`config.mk`:
```
export PLATFORM = sky130hd
export DESIGN_NAME = seq_core
export DESIGN_NICKNAME = d
export VERILOG_FILES = /design/src/rtl/seq_core_pkg.sv /design/src/rtl/seq_fetch.sv /design/src/rtl/seq_regfile.sv /design/src/rtl/seq_core.sv
export SDC_FILE = /design/constraint.sdc
export NUM_CORES = 1
export LEC_CHECK = 0
export BUFFER_PORTS_ARGS = -buffer_cell sky130_fd_sc_hd__buf_2
export CELL_PAD_IN_SITES_DETAIL_PLACEMENT = 1
export CELL_PAD_IN_SITES_GLOBAL_PLACEMENT = 1
export CORE_MARGIN = 2
export CORE_UTILIZATION = 55
export CTS_CLUSTER_DIAMETER = 50
export DETAILED_ROUTE_END_ITERATION = 10
export GPL_TIMING_DRIVEN = 0
export PLACE_DENSITY_LB_ADDON = 0.1
export SYNTH_ARGS = -nofsm -noshare
export SYNTH_HDL_FRONTEND = slang
export SYNTH_SLANG_ARGS = --single-unit
```
`constraint.sdc`:
```
create_clock -name clk -period 9.4 [get_ports clk]
set_input_delay 0.94 -clock clk [delete_from_list [all_inputs] [get_ports clk]]
set_output_delay 0.94 -clock clk [all_outputs]
set_load 0.02 [all_outputs]
```
`src/rtl/seq_core_pkg.sv`:
```
package seq_core_pkg;

  localparam int XLEN     = 32;
  localparam int MAX_ILEN = 6;

  typedef enum logic [2:0] {
    PH_FETCH, PH_DECODE, PH_EXEC, PH_MEM, PH_WB, PH_PCUP, PH_HALT, PH_FAULT
  } phase_t;

  localparam logic [3:0] OP_HALT   = 4'h0;
  localparam logic [3:0] OP_NOP    = 4'h1;
  localparam logic [3:0] OP_MOVE   = 4'h2;
  localparam logic [3:0] OP_LOADI  = 4'h3;
  localparam logic [3:0] OP_ARITH  = 4'h6;
  localparam logic [3:0] OP_BRANCH = 4'h7;

  // Instruction length in bytes; unknown codes count as one byte.
  function automatic logic [2:0] instr_len(input logic [3:0] code);
    case (code)
      OP_MOVE, OP_ARITH: return 3'd2;
      OP_BRANCH:         return 3'd5;
      OP_LOADI:          return 3'd6;
      default:           return 3'd1;
    endcase
  endfunction

  function automatic logic code_ok(input logic [3:0] code, input logic [3:0] fn);
    case (code)
      OP_HALT, OP_NOP, OP_MOVE, OP_LOADI: return 1'b1;
      OP_ARITH:  return fn <= 4'd3;
      OP_BRANCH: return fn <= 4'd6;
      default:   return 1'b0;
    endcase
  endfunction

  function automatic logic writes_reg(input logic [3:0] code);
    return (code == OP_MOVE) || (code == OP_LOADI) || (code == OP_ARITH);
  endfunction

  // dst op src
  function automatic logic [XLEN-1:0] alu_op(input logic [3:0] fn,
                                             input logic [XLEN-1:0] src,
                                             input logic [XLEN-1:0] dst);
    case (fn[1:0])
      2'd0:    return dst + src;
      2'd1:    return dst - src;
      2'd2:    return dst & src;
      default: return dst ^ src;
    endcase
  endfunction

  function automatic logic cond_met(input logic [3:0] fn, input logic zf, input logic sf);
    case (fn)
      4'd0:    return 1'b1;
      4'd1:    return sf | zf;
      4'd2:    return sf & ~zf;
      4'd3:    return zf;
      4'd4:    return ~zf;
      4'd5:    return ~sf;
      4'd6:    return ~sf & ~zf;
      default: return 1'b0;
    endcase
  endfunction

endpackage

```
`src/rtl/seq_fetch.sv`:
```
module seq_fetch
  import seq_core_pkg::*;
#(
  parameter int FETCH_BYTES = 6
) (
  input  logic                     clk,
  input  logic                     rst_n,
  input  logic                     active,
  input  logic [XLEN-1:0]          pc,
  output logic [XLEN-1:0]          addr,
  input  logic [8*FETCH_BYTES-1:0] rdata,
  output logic                     done,
  output logic [8*MAX_ILEN-1:0]    bytes_o
);

  generate
    if (FETCH_BYTES >= MAX_ILEN) begin : g_wide
      assign addr    = pc;
      assign done    = active;
      assign bytes_o = rdata[8*MAX_ILEN-1:0];
    end else begin : g_serial
      localparam int CW = $clog2(MAX_ILEN + 1);
      logic [CW-1:0]                cnt;
      logic [MAX_ILEN-1:0][7:0]     held;
      logic [2:0]                   need;

      assign addr = pc + XLEN'(cnt);
      assign need = instr_len((cnt == '0) ? rdata[7:4] : held[0][7:4]);
      assign done = active && (CW'(cnt + CW'(1)) == CW'(need));

      always_comb begin
        for (int k = 0; k < MAX_ILEN; k++)
          bytes_o[8*k +: 8] = (CW'(k) == cnt) ? rdata[7:0] : held[k];
      end

      always_ff @(posedge clk or negedge rst_n) begin
        if (!rst_n) begin
          cnt  <= '0;
          held <= '0;
        end else if (active && !done) begin
          held[cnt] <= rdata[7:0];
          cnt       <= cnt + CW'(1);
        end else begin
          cnt <= '0;
        end
      end
    end
  endgenerate

  // Once the instruction is complete the controller must leave fetch.
  a_r2_fetch_exit: assert property (@(posedge clk) disable iff (!rst_n)
    done |=> !active);

endmodule

```
`src/rtl/seq_regfile.sv`:
```
module seq_regfile #(
  parameter int NREG = 8,
  parameter int W    = 32,
  localparam int SW  = $clog2(NREG)
) (
  input  logic          clk,
  input  logic          rst_n,
  input  logic [3:0]    rd_a_sel,
  output logic [W-1:0]  rd_a,
  input  logic [3:0]    rd_b_sel,
  output logic [W-1:0]  rd_b,
  input  logic          wr_en,
  input  logic [3:0]    wr_sel,
  input  logic [W-1:0]  wr_data,
  input  logic [SW-1:0] peek_sel,
  output logic [W-1:0]  peek
);

  logic [NREG-1:0][W-1:0] q;

  assign rd_a = (int'(rd_a_sel) < NREG) ? q[rd_a_sel[SW-1:0]] : '0;
  assign rd_b = (int'(rd_b_sel) < NREG) ? q[rd_b_sel[SW-1:0]] : '0;
  assign peek = q[peek_sel];

  always_ff @(posedge clk or negedge rst_n) begin
    if (!rst_n)
      q <= '0;
    else if (wr_en && int'(wr_sel) < NREG)
      q[wr_sel[SW-1:0]] <= wr_data;
  end

  // out-of-range destination never disturbs the file.
  a_r6_high_dest_drop: assert property (@(posedge clk) disable iff (!rst_n)
    (wr_en && int'(wr_sel) >= NREG) |=> $stable(q));

endmodule

```
`src/rtl/seq_core.sv`:
```
module seq_core
  import seq_core_pkg::*;
#(
  parameter int FETCH_BYTES = 6,
  parameter int NREG        = 8,
  localparam int SW         = $clog2(NREG)
) (
  input  logic                     clk,
  input  logic                     rst_n,
  output logic [XLEN-1:0]          imem_addr,
  input  logic [8*FETCH_BYTES-1:0] imem_rdata,
  input  logic [SW-1:0]            peek_sel,
  output logic [XLEN-1:0]          peek_val,
  output logic [XLEN-1:0]          pc_o,
  output logic                     retire,
  output logic                     halted,
  output logic                     error
);

  phase_t            phase;
  logic [XLEN-1:0]   pc, valc, valp, vala, valb, vale, exec_res;
  logic [3:0]        icode, ifn, ra, rb;
  logic              zf, sf, cnd;
  logic              fetch_done;
  logic [8*MAX_ILEN-1:0] fb;
  logic [XLEN-1:0]   rd_a, rd_b;

  // Named internal events
  logic ev_halt, ev_fault, wb_fire, pc_fire;
  assign ev_halt  = fetch_done && (fb[7:4] == OP_HALT);
  assign ev_fault = fetch_done && !code_ok(fb[7:4], fb[3:0]);
  assign wb_fire  = (phase == PH_WB) && writes_reg(icode);
  assign pc_fire  = (phase == PH_PCUP);

  seq_fetch #(.FETCH_BYTES(FETCH_BYTES)) u_fetch (
    .clk(clk), .rst_n(rst_n), .active(phase == PH_FETCH), .pc(pc),
    .addr(imem_addr), .rdata(imem_rdata), .done(fetch_done), .bytes_o(fb)
  );

  seq_regfile #(.NREG(NREG), .W(XLEN)) u_regs (
    .clk(clk), .rst_n(rst_n),
    .rd_a_sel(ra), .rd_a(rd_a), .rd_b_sel(rb), .rd_b(rd_b),
    .wr_en(wb_fire), .wr_sel(rb), .wr_data(vale),
    .peek_sel(peek_sel), .peek(peek_val)
  );

  always_comb begin
    case (icode)
      OP_ARITH: exec_res = alu_op(ifn, vala, valb);
      OP_LOADI: exec_res = valc + '0;
      OP_MOVE:  exec_res = vala + '0;
      default:  exec_res = '0;
    endcase
  end

  always_ff @(posedge clk or negedge rst_n) begin
    if (!rst_n) begin
      phase <= PH_FETCH;
      pc    <= '0;
      icode <= '0; ifn <= '0; ra <= '0; rb <= '0;
      valc  <= '0; valp <= '0; vala <= '0; valb <= '0; vale <= '0;
      zf    <= 1'b0; sf <= 1'b0; cnd <= 1'b0;
    end else begin
      case (phase)
        PH_FETCH: if (fetch_done) begin
          icode <= fb[7:4];
          ifn   <= fb[3:0];
          ra    <= fb[15:12];
          rb    <= fb[11:8];
          valc  <= (fb[7:4] == OP_BRANCH) ? fb[39:8] : fb[47:16];
          valp  <= pc + XLEN'(instr_len(fb[7:4]));
          if (ev_halt)       phase <= PH_HALT;
          else if (ev_fault) phase <= PH_FAULT;
          else               phase <= PH_DECODE;
        end
        PH_DECODE: begin
          vala  <= rd_a;
          valb  <= rd_b;
          phase <= PH_EXEC;
        end
        PH_EXEC: begin
          vale <= exec_res;
          if (icode == OP_ARITH) begin
            zf <= (exec_res == '0);
            sf <= exec_res[XLEN-1];
          end
          cnd   <= (icode == OP_BRANCH) && cond_met(ifn, zf, sf);
          phase <= PH_MEM;
        end
        PH_MEM:  phase <= PH_WB;
        PH_WB:   phase <= PH_PCUP;
        PH_PCUP: begin
          pc    <= cnd ? valc : valp;
          phase <= PH_FETCH;
        end
        default: phase <= phase;
      endcase
    end
  end

  assign pc_o   = pc;
  assign retire = pc_fire;
  assign halted = (phase == PH_HALT);
  assign error  = (phase == PH_FAULT);

  // phase ordering and PC update placement
  a_r2_decode_exec: assert property (@(posedge clk) disable iff (!rst_n)
    phase == PH_DECODE |=> phase == PH_EXEC);
  a_r2_exec_mem: assert property (@(posedge clk) disable iff (!rst_n)
    phase == PH_EXEC |=> phase == PH_MEM);
  a_r2_mem_wb: assert property (@(posedge clk) disable iff (!rst_n)
    phase == PH_MEM |=> phase == PH_WB);
  a_r2_wb_pcup: assert property (@(posedge clk) disable iff (!rst_n)
    phase == PH_WB |=> phase == PH_PCUP);
  a_r2_pcup_fetch: assert property (@(posedge clk) disable iff (!rst_n)
    phase == PH_PCUP |=> phase == PH_FETCH);
  a_r2_pc_final_only: assert property (@(posedge clk) disable iff (!rst_n)
    !pc_fire |=> $stable(pc));
  // flags move only on an arithmetic execute
  a_r4_flags_hold: assert property (@(posedge clk) disable iff (!rst_n)
    !(phase == PH_EXEC && icode == OP_ARITH) |=> $stable({zf, sf}));
  // stop states are sticky and exclusive
  a_r8_halt_freeze: assert property (@(posedge clk) disable iff (!rst_n)
    halted |=> halted && $stable(pc));
  a_r9_fault_freeze: assert property (@(posedge clk) disable iff (!rst_n)
    error |=> error && !halted && $stable(pc));

endmodule

```
======== After elaboration in Yosys (flattened, before gate mapping) ========
Index checks and enable logic that the tools add are counted.
word-level totals
  register bits ........................... 470
  output and inout bits ................... 99
  input bits .............................. 53
  word-level logic and storage cells ...... 105
operators by class
  eq/ne operators ......................... 24
  reduce and logical (&&, ||, !) cells .... 18
  $add $sub $neg .......................... 3
  multiplexer cells ....................... 23
  magnitude comparators ................... 8
  bitwise logic cells ..................... 7
operators with widths
  operator              count
  $bmux W32 S3          3
  $bwmux W256           1
  $mux W32              8
  $pmux W32 S3          2
  $demux W32 S3         1
  $add A32 B3 Y32       1
  $add A32 B32 Y32      1
  $and A32 B32 Y32      1
  $logic_not A32 Y1     1
  $sub A32 B32 Y32      1
  $xor A32 B32 Y32      1
  $eq A4 B3 Y1 const B  7
  $eq A4 B2 Y1 const B  6
  $pmux W3 S6           1
  $eq A3 B3 Y1 const B  4
  $lt A3 B4 Y1 const B  3
  $mux W3               3
  $pmux W3 S3           1
  $eq A4 B1 Y1 const B  2
  $logic_not A4 Y1      2
  $lt A4 B4 Y1 const B  2
  $pmux W1 S7           1
  $eq A3 B2 Y1 const B  2
  $logic_and A1 B1 Y1   6
  19 further kinds      22

======== Longest topological paths before layout ========
Gate-level depths: netlist of the first run.
  depth after elaboration ................. 8
  gate-level depth with buffers ........... 21
  depth with buffers taken out ............ 19

======== Cells and area by module ========
Synthesis of the first run repeated with hierarchy kept, for this count alone.
second synthesis, totals
  cells, all modules ...................... 2493
  area total of the unflattened synthesis .. 29882.4 um2
by module, submodules not included
  module       seq. area each (um2)  instances  cells each  area each (um2)
  seq_regfile  6406.1                1          962         15758.9
  seq_core     5355.1                1          1450        13515.5
  seq_fetch    0.0                   1          81          608.1

======== Worst setup path after synthesis of the first run ========
OpenSTA, ideal clock, no wires.
  path type ............................... register to register
  start ................................... reg ifn[0]
  end ..................................... reg zf
  period minus slack after synthesis ...... 4673 ps
  arrival time ............................ 4572 ps
  slack ................................... 4727 ps
  required time ........................... 9299 ps
  path buffers ............................ 5
  cell stages (with the launch flop) ...... 19
  library setup time ...................... 101 ps
  cells stage by stage .................... dfrtp_1 > buf_2 > buf_2 > buf_2 > clkbuf_1 > nor2b_1 > clkbuf_1 > mux2i_1 > fa_1 > a211oi_1 > o21ai_0 > a22oi_1 > a211oi_1 > or4_1 > a31o_2 > nor4_1 > and3_1 > nand4_1 > o32ai_1
on the way
  cells in the longest elaborated chain, start to end .. 4
  elaborated cells between the ends (all ways) .. 6
  classes of those cells .................. 2 x eq/ne; 2 x mux; 2 x reduce/logical
ends and longest elaborated chain
  what                                        RTL line            RTL
  start, declared                             seq_core.sv:22      logic [3:0] icode, ifn, ra, rb;
  start signal, assigned                      seq_core.sv:67      ifn <= fb[3:0];
  $eq A2 B2 Y1, or another cell as far along  seq_core_pkg.sv:44  case (fn[1:0])
  $pmux W32 S3 (*)                            seq_core_pkg.sv:44
  $pmux W32 S3 (*)                            seq_core.sv:48      case (icode)
  $logic_not A32 Y1 (*)                       seq_core.sv:84      zf <= (exec_res == '0);
  end signal, assigned                        seq_core.sv:84
  end, declared                               seq_core.sv:23      logic zf, sf, cnd;
Every way passes the cells marked *; elsewhere a longest branch is shown, timed or not.
A chain may end at the register's enable or synchronous reset.

======== Worst setup path after layout of the first run ========
Ends and elaborated chain as after synthesis.

==> results of run 1 <==
## synth_stat cells (11+ instances only)
cell,instances
dfrtp_1,470
buf_2,15
ha_1,67
nand4_1,15
o22ai_1,15
or3_1,11
inv_1,15
nor2b_1,14
xor2_1,53
mux4_2,192
nor3b_1,13
nand3_1,19
nand2_1,296
o31ai_1,14
nor2_1,49
mux2_2,304
mux2i_1,186
o21ai_0,218
clkbuf_1,106
a21oi_1,60
a21o_1,17
buf_1,45
buf_4,32
xnor2_1,22
and3_1,12
nor3_1,17
## report_power, final
part / switching (mW) / total (mW) / internal, mW
Clock: 0.979 / 2.39 / 1.41
Sequential: 0.000217 / 2.02 / 2.02
Combinational: 0.0828 / 0.115 / 0.0327
## flip-flops by register name, summed over array words and instances (netlist names), 32 cells and up
register / cells
pc_o: 32
valc: 32
vala: 32
u_regs.q: 256
valp: 32
vale: 32
valb: 32
## final timing paths
check / endpoint / slack (ns) / depth (start not counted)
setup / recovery: zf$_DFFE_PN0P_ / 1.98 / 19
hold / removal: pc_o[2]$_DFFE_PN0P_ / 0.28 / 1
setup reg to reg: zf$_DFFE_PN0P_ / 1.98 / 19
hold reg to reg: valp[9]$_DFFE_PN0P_ / 0.48 / 2
max in group asynchronous: u_regs.q[48]$_DFFE_PN0P_ / 7.53 / 3
min in group clk: valp[9]$_DFFE_PN0P_ / 0.48 / 2
## logic make-up (layout without fill, tap and decap cells)
logic type / after synthesis / after routing / share of synthesized area (%)
AOI/OAI and AO/OA: 406 / 406 / 8.41
xor gates and xnor gates: 75 / 75 / 2.30
adders and majority gates: 69 / 69 / 3.08
buffers and inverters: 214 / 473 / 3.30
DFF: 470 / 470 / 41.2
muxes: 683 / 683 / 33.7
other: 0 / 1 / 0
and+or+nand+nor: 495 / 495 / 8.03
## through the flow
stage	std cells	util, %	cell area, µm²	hold slack, ns
4_1_cts	3351	62.9	32300	0.285
3_3_place_gp	3240	58.8	30100	0.460
6_report	3352	63.0	32300	0.281
2_1_floorplan	2412	-	28600	0.438
5_1_grt	3351	63.0	32300	0.317
3_5_place_dp	3244	59.0	30300	0.465
## critical path, stage by stage, from the launching register on
cell and delay (ns):
dfrtp_1 0.39, buf_2 0.37, buf_2 0.40, buf_2 0.42, clkbuf_1 0.71, nor2b_1 0.21
clkbuf_1 0.45, a31oi_1 0.12, xnor2_1 0.17, ha_1 0.38, o211ai_1 0.12, o21ai_0 0.71
a22oi_1 0.35, a211oi_1 0.71, o31ai_1 0.13, a31o_2 0.32, nor4_1 0.39, and3_1 0.26
nand4_1 0.30, o32ai_1 0.35
## per-layer routing
metal	global-route usage, %	up-vias	part of all wire (%)
met5	0	-	0.022
met3	7.75	401	8.7
met4	22.1	4	5.8
li1	-	9441	-
met1	49.7	11913	37
met2	65.8	1360	48
## final cells by class
| cell class | instances | area, µm² |
|---|---|---|
| inverters | 15 | 56.3 |
| clock buffers | 67 | 1500 |
| fillers | 5240 | 19000 |
| well taps | 680 | 851 |
| flip-flops and latches | 470 | 11800 |
| diodes | 1 | 2.50 |
| repair buffers | 152 | 861 |
| plain buffers | 199 | 887 |
| clock inverters | 40 | 519 |
| multi-input cells | 1728 | 15900 |
## layout by cell type, fill, tap and decap left out, drive strengths merged, types with 17 or more instances in the layout
cell and n:
a21o 17, a21oi 60, buf 244, clkbuf 174, dfrtp 470, ha 67
inv 23, mux2 305, mux2i 186, mux4 192, nand2 296, nand3 20
nor2 49, nor3 18, o21ai 221, xnor2 22, xor2 53
==> qor.yml, run 1 <==
timing:
  fin_crit_sh_pct: 78.9
  worst_pin_slew_ns: 1.34
  slew_viol_final: 0
  tns_ns: 0
  finalHoldViolCount: 0
  max_freq_ghz: 0.135
  slew-limit-headroom_pct: 10.7
  fin_worst_skew_ns: 0.0382
  setup_viol: 0
  finalCriticalPeriod_ns: 7.42
  setup_ws_ns: 1.98
  rsz0062_at_grt: "no"
floorplan:
  initial_core_util_pct: 55.7
  core_area_um2: 51300
  io_pins: 152
  dieArea_um2: 53800
  dieWidth_um: 232
  floorplan.rows: 83
  dieHeight_um: 232
yosys:
  synth_seq_cells: 470
  synth_edf_count: 0
  synth_top_area_share_pct: 41.2
  synth_nets: 2534
  syn-instance-count: 2412
  synth-main-ff-cell: "dfrtp_1"
  ys_warn_count: 0
  synth_top_area_cell: "dfrtp_1"
  synth_area_leaders: "dfrtp_1, mux4_2, mux2_2"
  ys_seq_area_share_pct: 41.2
  synth_area_um2: 28600
  avgSynthCellArea_um2: 11.8
  synthArstFlopShare_pct: 100
  synth_cell_type_count: 77
worst_setup_path:
  worst-setup-path-type: "register to register"
  r2r-start: "ifn[0]$_DFFE_PN0P_"
  cp_data_required_time_ns: 9.92
  cp-start-kind: "register"
  crit_arrival_ns: 7.94
  cp-end-kind: "register"
  crit_start: "ifn[0]$_DFFE_PN0P_"
  worstPathMaxFanout: 10
power_and_ir_drop:
  p_leak_nw: 16.0
  vdd_drop_max_mv: 0.161
  p_total_mw: 4.53
  cellPowerDensity_nw_per_um2: 140
place:
  port_buffers: 148
  gp_congestion: 0.932
  dp_slack_ns: 2.28
  dp_hpwl_mm: 74.1
cts:
  cts.repair.resized: 0
  ctsHoldBuffers: 0
  cts_tree: "done"
  clk_pin_slew_worst_paths_ns: 0.06
  clock_latency_ns: 0.65
  cts_num_sinks: 470
  root_buffer: "clkbuf_16"
  clockBufferDepth: 3
  post-cts-setup-buffers: 0
  numCtsBuffers: 57
  htreeDepth: 2
grt:
  antenna_found_initial: 3
  grt_start_max_net_pins: 124
  grt_pass1_vias: 24797
  grt_first_pass_wirelength_mm: 160
  grt_use_total_pct: 40.0
  grt_overflow: 0
status:
  outcome: "completed"
routing:
  drt_iter0_markers: 2126
  wire_per_inst_um: 31.5
  drc: 0
  vias: 23119
  first_pass_iters: 5
  avgViaCountPerCell: 6.90
  drt_wl_total_mm: 106
  final_antenna_net_count: 0
job:
  cap_violations: 0
final_layout:
  nets: 2745
  area_delta_synth_final_pct: 13.1
  drive_gt1_share_pct: 30.4
worst_hold_path:
  hold_class: "input pin to async pin"
No activity file was read; power rests on OpenSTA's default activity.
==> run 2, diff against run 1 <==
Settings changed: CORE_UTILIZATION 55 to 46.
Clock period 9.4 ns to 6.8 ns, I/O delays scaled along.
==> qor.yml, run 2 (synthesized netlist as in run 1, its figures left out) <==
cts:
  htreeDepth: 3
  clk_pin_slew_worst_paths_ns: 0.05
  cts_num_sinks: 470
  clockBufferDepth: 3
  clock_latency_ns: 0.61
  cts_tree: "done"
  ctsHoldBuffers: 0
  numCtsBuffers: 66
  post-cts-setup-buffers: 0
  root_buffer: "clkbuf_16"
routing:
  first_pass_iters: 5
  vias: 21945
  drc: 0
  drt_iter0_markers: 1631
  drt_wl_total_mm: 100
  avgViaCountPerCell: 6.32
  wire_per_inst_um: 28.9
  final_antenna_net_count: 0
timing:
  slew-limit-headroom_pct: 15.2
  max_freq_ghz: 0.156
  slew_viol_final: 0
  setup_viol: 0
  fin_worst_skew_ns: 0.0205
  fin_crit_sh_pct: 94.1
  worst_pin_slew_ns: 1.27
  finalCriticalPeriod_ns: 6.40
  finalHoldViolCount: 0
  rsz0062_at_grt: "no"
final_layout:
  layout_commonest_cell: "dfrtp_1"
  fillCellCount: 6436
  seq_area_um2: 11800
  drive_gt1_share_pct: 30.6
  multi_input_area_um2: 15900
  n_antenna_cell: 0
  regMostFlops: "u_regs.q"
  nets: 2755
  largest_reg_flops: 256
  final_cell_area_um2: 32600
  area_delta_synth_final_pct: 14.1
  layout.cells.non_filler: 3472
  final_cell_mix: "dfrtp_1, mux2_2, nand2_1"
place:
  dp_hpwl_mm: 73.1
  gp_congestion: 0.938
  dp_cells: 3355
  placed_area_um2: 30400
  port_buffers: 148
job:
  cap_violations: 0
worst_setup_path:
  r2r_setup_slack_ns: 0.40
  reg2reg_depth: 17
  crit-reg2reg-capture: "zf$_DFFE_PN0P_"
  crit_arrival_ns: 6.87
  cp-start-kind: "register"
  r2r-start: "ifn[0]$_DFFE_PN0P_"
  worstPathMaxFanout: 10
  cp_data_required_time_ns: 7.27
  cp-end-kind: "register"
  worst-setup-path-type: "register to register"
power_and_ir_drop:
  vdd_drop_max_mv: 0.174
  p_leak_nw: 16.0
  p_total_mw: 6.37
  cellPowerDensity_nw_per_um2: 196
grt:
  grt_start_max_net_pins: 117
  grt_use_total_pct: 31.8
  grt_overflow: 0
  grt_pass1_vias: 23349
  antenna_found_initial: 3
  grt_first_pass_wirelength_mm: 151
worst_hold_path:
  hold_class: "input pin to async pin"
floorplan:
  core_area_um2: 61500
  io_pins: 152
  initial_core_util_pct: 46.4
  dieHeight_um: 253
  floorplan.rows: 91
  dieArea_um2: 64100
  dieWidth_um: 253
status:
  outcome: "completed"
-- run 2: changes by cell type in the layout (fill, tap and decap cells not counted), sizes merged --
cell / change
buf: +1
clkinv: -2
inv: -2
diode: -1
bufinv: -6
clkinvlp: -1
clkbuf: +21
-- run 2: how the worst max path moves through the flow --
stage                                  start                        end  slack, ns  depth (start not counted)
after floorplan           ifn[0]$_DFFE_PN0P_             zf$_DFFE_PN0P_       2.13                         18
final                     ifn[0]$_DFFE_PN0P_             zf$_DFFE_PN0P_       0.40                         17
after detailed placement  ifn[0]$_DFFE_PN0P_             zf$_DFFE_PN0P_      -0.18                         18
after CTS                 ifn[0]$_DFFE_PN0P_             zf$_DFFE_PN0P_       0.04                         18
after global routing      ifn[1]$_DFFE_PN0P_             zf$_DFFE_PN0P_       0.11                         19
after global placement                 rst_n  u_regs.q[152]$_DFFE_PN0P_      -4.61                          1
-- run 2: where the power goes --
| part | internal, mW | switching [mW] |
|---|---|---|
| logic | 0.0452 | 0.117 |
| clock network | 2.05 | 1.35 |
| registers | 2.80 | 0.000287 |
-- run 2: cell type report --
| type | count | share of cell area [%] |
|---|---|---|
| plain buffers | 199 | 2.73 |
| well taps | 790 | 3.03 |
| multi-input cells | 1728 | 48.7 |
| inverters | 15 | 0.173 |
| flip-flops and latches | 470 | 36.1 |
| clock buffers | 88 | 5.73 |
| clock inverters | 29 | 0.891 |
| repair buffers | 153 | 2.66 |
-- run 2: timing repair --
item	4_1_cts	5_1_grt
setup endpoints to repair	1	1
endpoints found under the hold margin	0	0
resized for setup	1	4
-- run 2: metrics by stage --
step / utilization (%) / worst slack (ns) / hold slack [ns] / TNS, ns
after CTS: 53.0 / 0.0367 / 0.0251 / 0
after global placement: 49.3 / -4.61 / 0.461 / -2115.94
after floorplan: - / 2.13 / 0.384 / 0
after global routing: 53.0 / 0.105 / 0.0592 / 0
final: 53.0 / 0.404 / 0.0281 / 0
after detailed placement: 49.5 / -0.178 / 0.465 / -0.178
-- run 2: metal layers --
metal	up-vias	share of wire, %	GRT usage (%)
li1	9464	-	-
met1	11521	42	41.3
met2	753	50	54.5
met3	207	5.1	4.07
met4	0	3.5	12.1
met5	-	0	0
-- run 2: worst max-delay path, cell delays in order (launching register included) --
cell       delay, ns
dfrtp_1         0.37
buf_2           0.35
buf_2           0.42
buf_2           0.44
clkbuf_2        0.42
nor2b_1         0.18
clkbuf_2        0.27
mux2i_1         0.40
fa_1            0.32
a211oi_1        0.10
o21ai_1         0.48
a22oi_1         0.32
nor2b_1         0.25
o2111ai_1       0.64
and4b_1         0.43
and4_1          0.29
nand4_1         0.20
o32ai_1         0.33
==> run 3, diff against run 2 <==
Settings changed: GPL_TIMING_DRIVEN 0 to unset.
==> qor.yml, run 3 (synthesized netlist as in run 1, its figures left out) <==
floorplan:
  io_pins: 152
  dieWidth_um: 253
  initial_core_util_pct: 46.4
  dieArea_um2: 64100
  core_area_um2: 61500
  dieHeight_um: 253
  floorplan.rows: 91
cts:
  clock_latency_ns: 0.61
  ctsHoldBuffers: 0
  numCtsBuffers: 70
  cts_tree: "done"
  post-cts-setup-buffers: 0
  cts_num_sinks: 470
  cts.repair.resized: 0
  htreeDepth: 3
  clockBufferDepth: 3
  clk_pin_slew_worst_paths_ns: 0.06
  root_buffer: "clkbuf_16"
worst_setup_path:
  cp-start-kind: "register"
  cp-end-kind: "register"
  crit_start: "vala[9]$_DFFE_PN0P_"
  worst-setup-path-type: "register to register"
  crit_arrival_ns: 6.04
  worstPathMaxFanout: 9
  cp_data_required_time_ns: 7.27
  r2r-start: "vala[9]$_DFFE_PN0P_"
timing:
  setup_ws_ns: 1.23
  finalCriticalPeriod_ns: 5.57
  finalHoldViolCount: 0
  worst_pin_slew_ns: 1.18
  fin_crit_sh_pct: 81.9
  tns_ns: 0
  hold-worst-slack_ns: 0.140
  slew_viol_final: 0
  setup_viol: 0
  max_freq_ghz: 0.180
  rsz0062_at_grt: "no"
  slew-limit-headroom_pct: 21.3
  fin_worst_skew_ns: 0.0230
grt:
  grt_overflow: 0
  grt_start_max_net_pins: 169
  busiest_layer: "met2"
  grt_use_total_pct: 29.3
  met2_usage_pct: 47.7
  use_met1_pct: 41.2
  grt_use_met3_pct: 4.32
  grt_pass1_vias: 22139
  antenna_found_initial: 4
  grt_first_pass_wirelength_mm: 141
place:
  dp_slack_ns: 1.37
  placed_area_um2: 29800
  gp_congestion: 0.941
  dp_hpwl_mm: 60.7
  port_buffers: 151
  dp_cells: 3190
final_layout:
  final_cell_area_um2: 32300
  regMostFlops: "u_regs.q"
  fillCellCount: 6304
  fin_util_pct: 52.6
  final_cell_mix: "dfrtp_1, mux2_2, nand2_1"
  seq_area_um2: 11800
  layout_commonest_cell: "dfrtp_1"
  multi_input_area_um2: 15900
  nets: 2594
  area_delta_synth_final_pct: 13.2
  drive_gt1_share_pct: 33.2
  layout.cells.non_filler: 3318
  n_antenna_cell: 0
  largest_reg_flops: 256
routing:
  drt_iter0_markers: 1376
  wire_per_inst_um: 27.8
  final_antenna_net_count: 0
  vias: 21057
  drt_wl_total_mm: 92.1
  first_pass_iters: 4
  drc: 0
  avgViaCountPerCell: 6.35
power_and_ir_drop:
  vdd_drop_max_mv: 0.300
  cellPowerDensity_nw_per_um2: 212
  p_leak_nw: 15.9
  p_total_mw: 6.84
status:
  outcome: "completed"
job:
  cap_violations: 0
worst_hold_path:
  hold_class: "input pin to async pin"
## run 3: final cells by class
cell class,instances,share of cell area [%]
multi-input combinational,1728,49.2
sequential,470,36.4
clock inverter,37,1.58
inverter,15,0.174
clock buffer,91,6.20
tap,790,3.06
timing repair buffer,187,3.33
## run 3: worst max-delay path, stage by stage, from the launching register on
cell and delay (ns):
dfrtp_1 0.46, or4_4 0.59, or4_4 0.58, nor3_4 0.20, nor3b_1 0.28, nor2_1 0.09
xnor2_1 0.16, ha_1 0.39, a21oi_1 0.24, o21bai_1 0.11, a21oi_1 0.27, nor2b_1 0.08
o41ai_1 0.45, mux2_2 0.39, a2111oi_0 0.78, nor3_1 0.13, nand4_1 0.15, o32ai_1 0.09
## run 3: layer usage
metal  routed length, µm  part of all wire [%]
met4                2170                   2.4
met3                3800                   4.1
met1               41700                    45
met5                   0                     0
met2               44400                    48
## run 3: report_power, final
| group | leakage (nW) | internal, mW | total [mW] | switching (mW) |
|---|---|---|---|---|
| Clock | 1.23 | 2.46 | 3.89 | 1.43 |
| Combinational | 8.59 | 0.0412 | 0.150 | 0.109 |
| Sequential | 6.13 | 2.80 | 2.80 | 0.000312 |
| Total | 15.9 | 5.30 | 6.84 | 1.54 |
## run 3: path summary, 6_finish.rpt
check	to	slack, ns	cells past startpoint
setup / recovery	zf$_DFFE_PN0P_	1.23	17
max in group asynchronous	u_regs.q[123]$_DFFE_PN0P_	5.12	2
min in group clk	rb[0]$_DFFE_PN0P_	0.32	3
hold reg to reg	valp[2]$_DFFE_PN0P_	0.47	2
hold / removal	pc_o[4]$_DFFE_PN0P_	0.14	1
setup reg to reg	zf$_DFFE_PN0P_	1.23	17
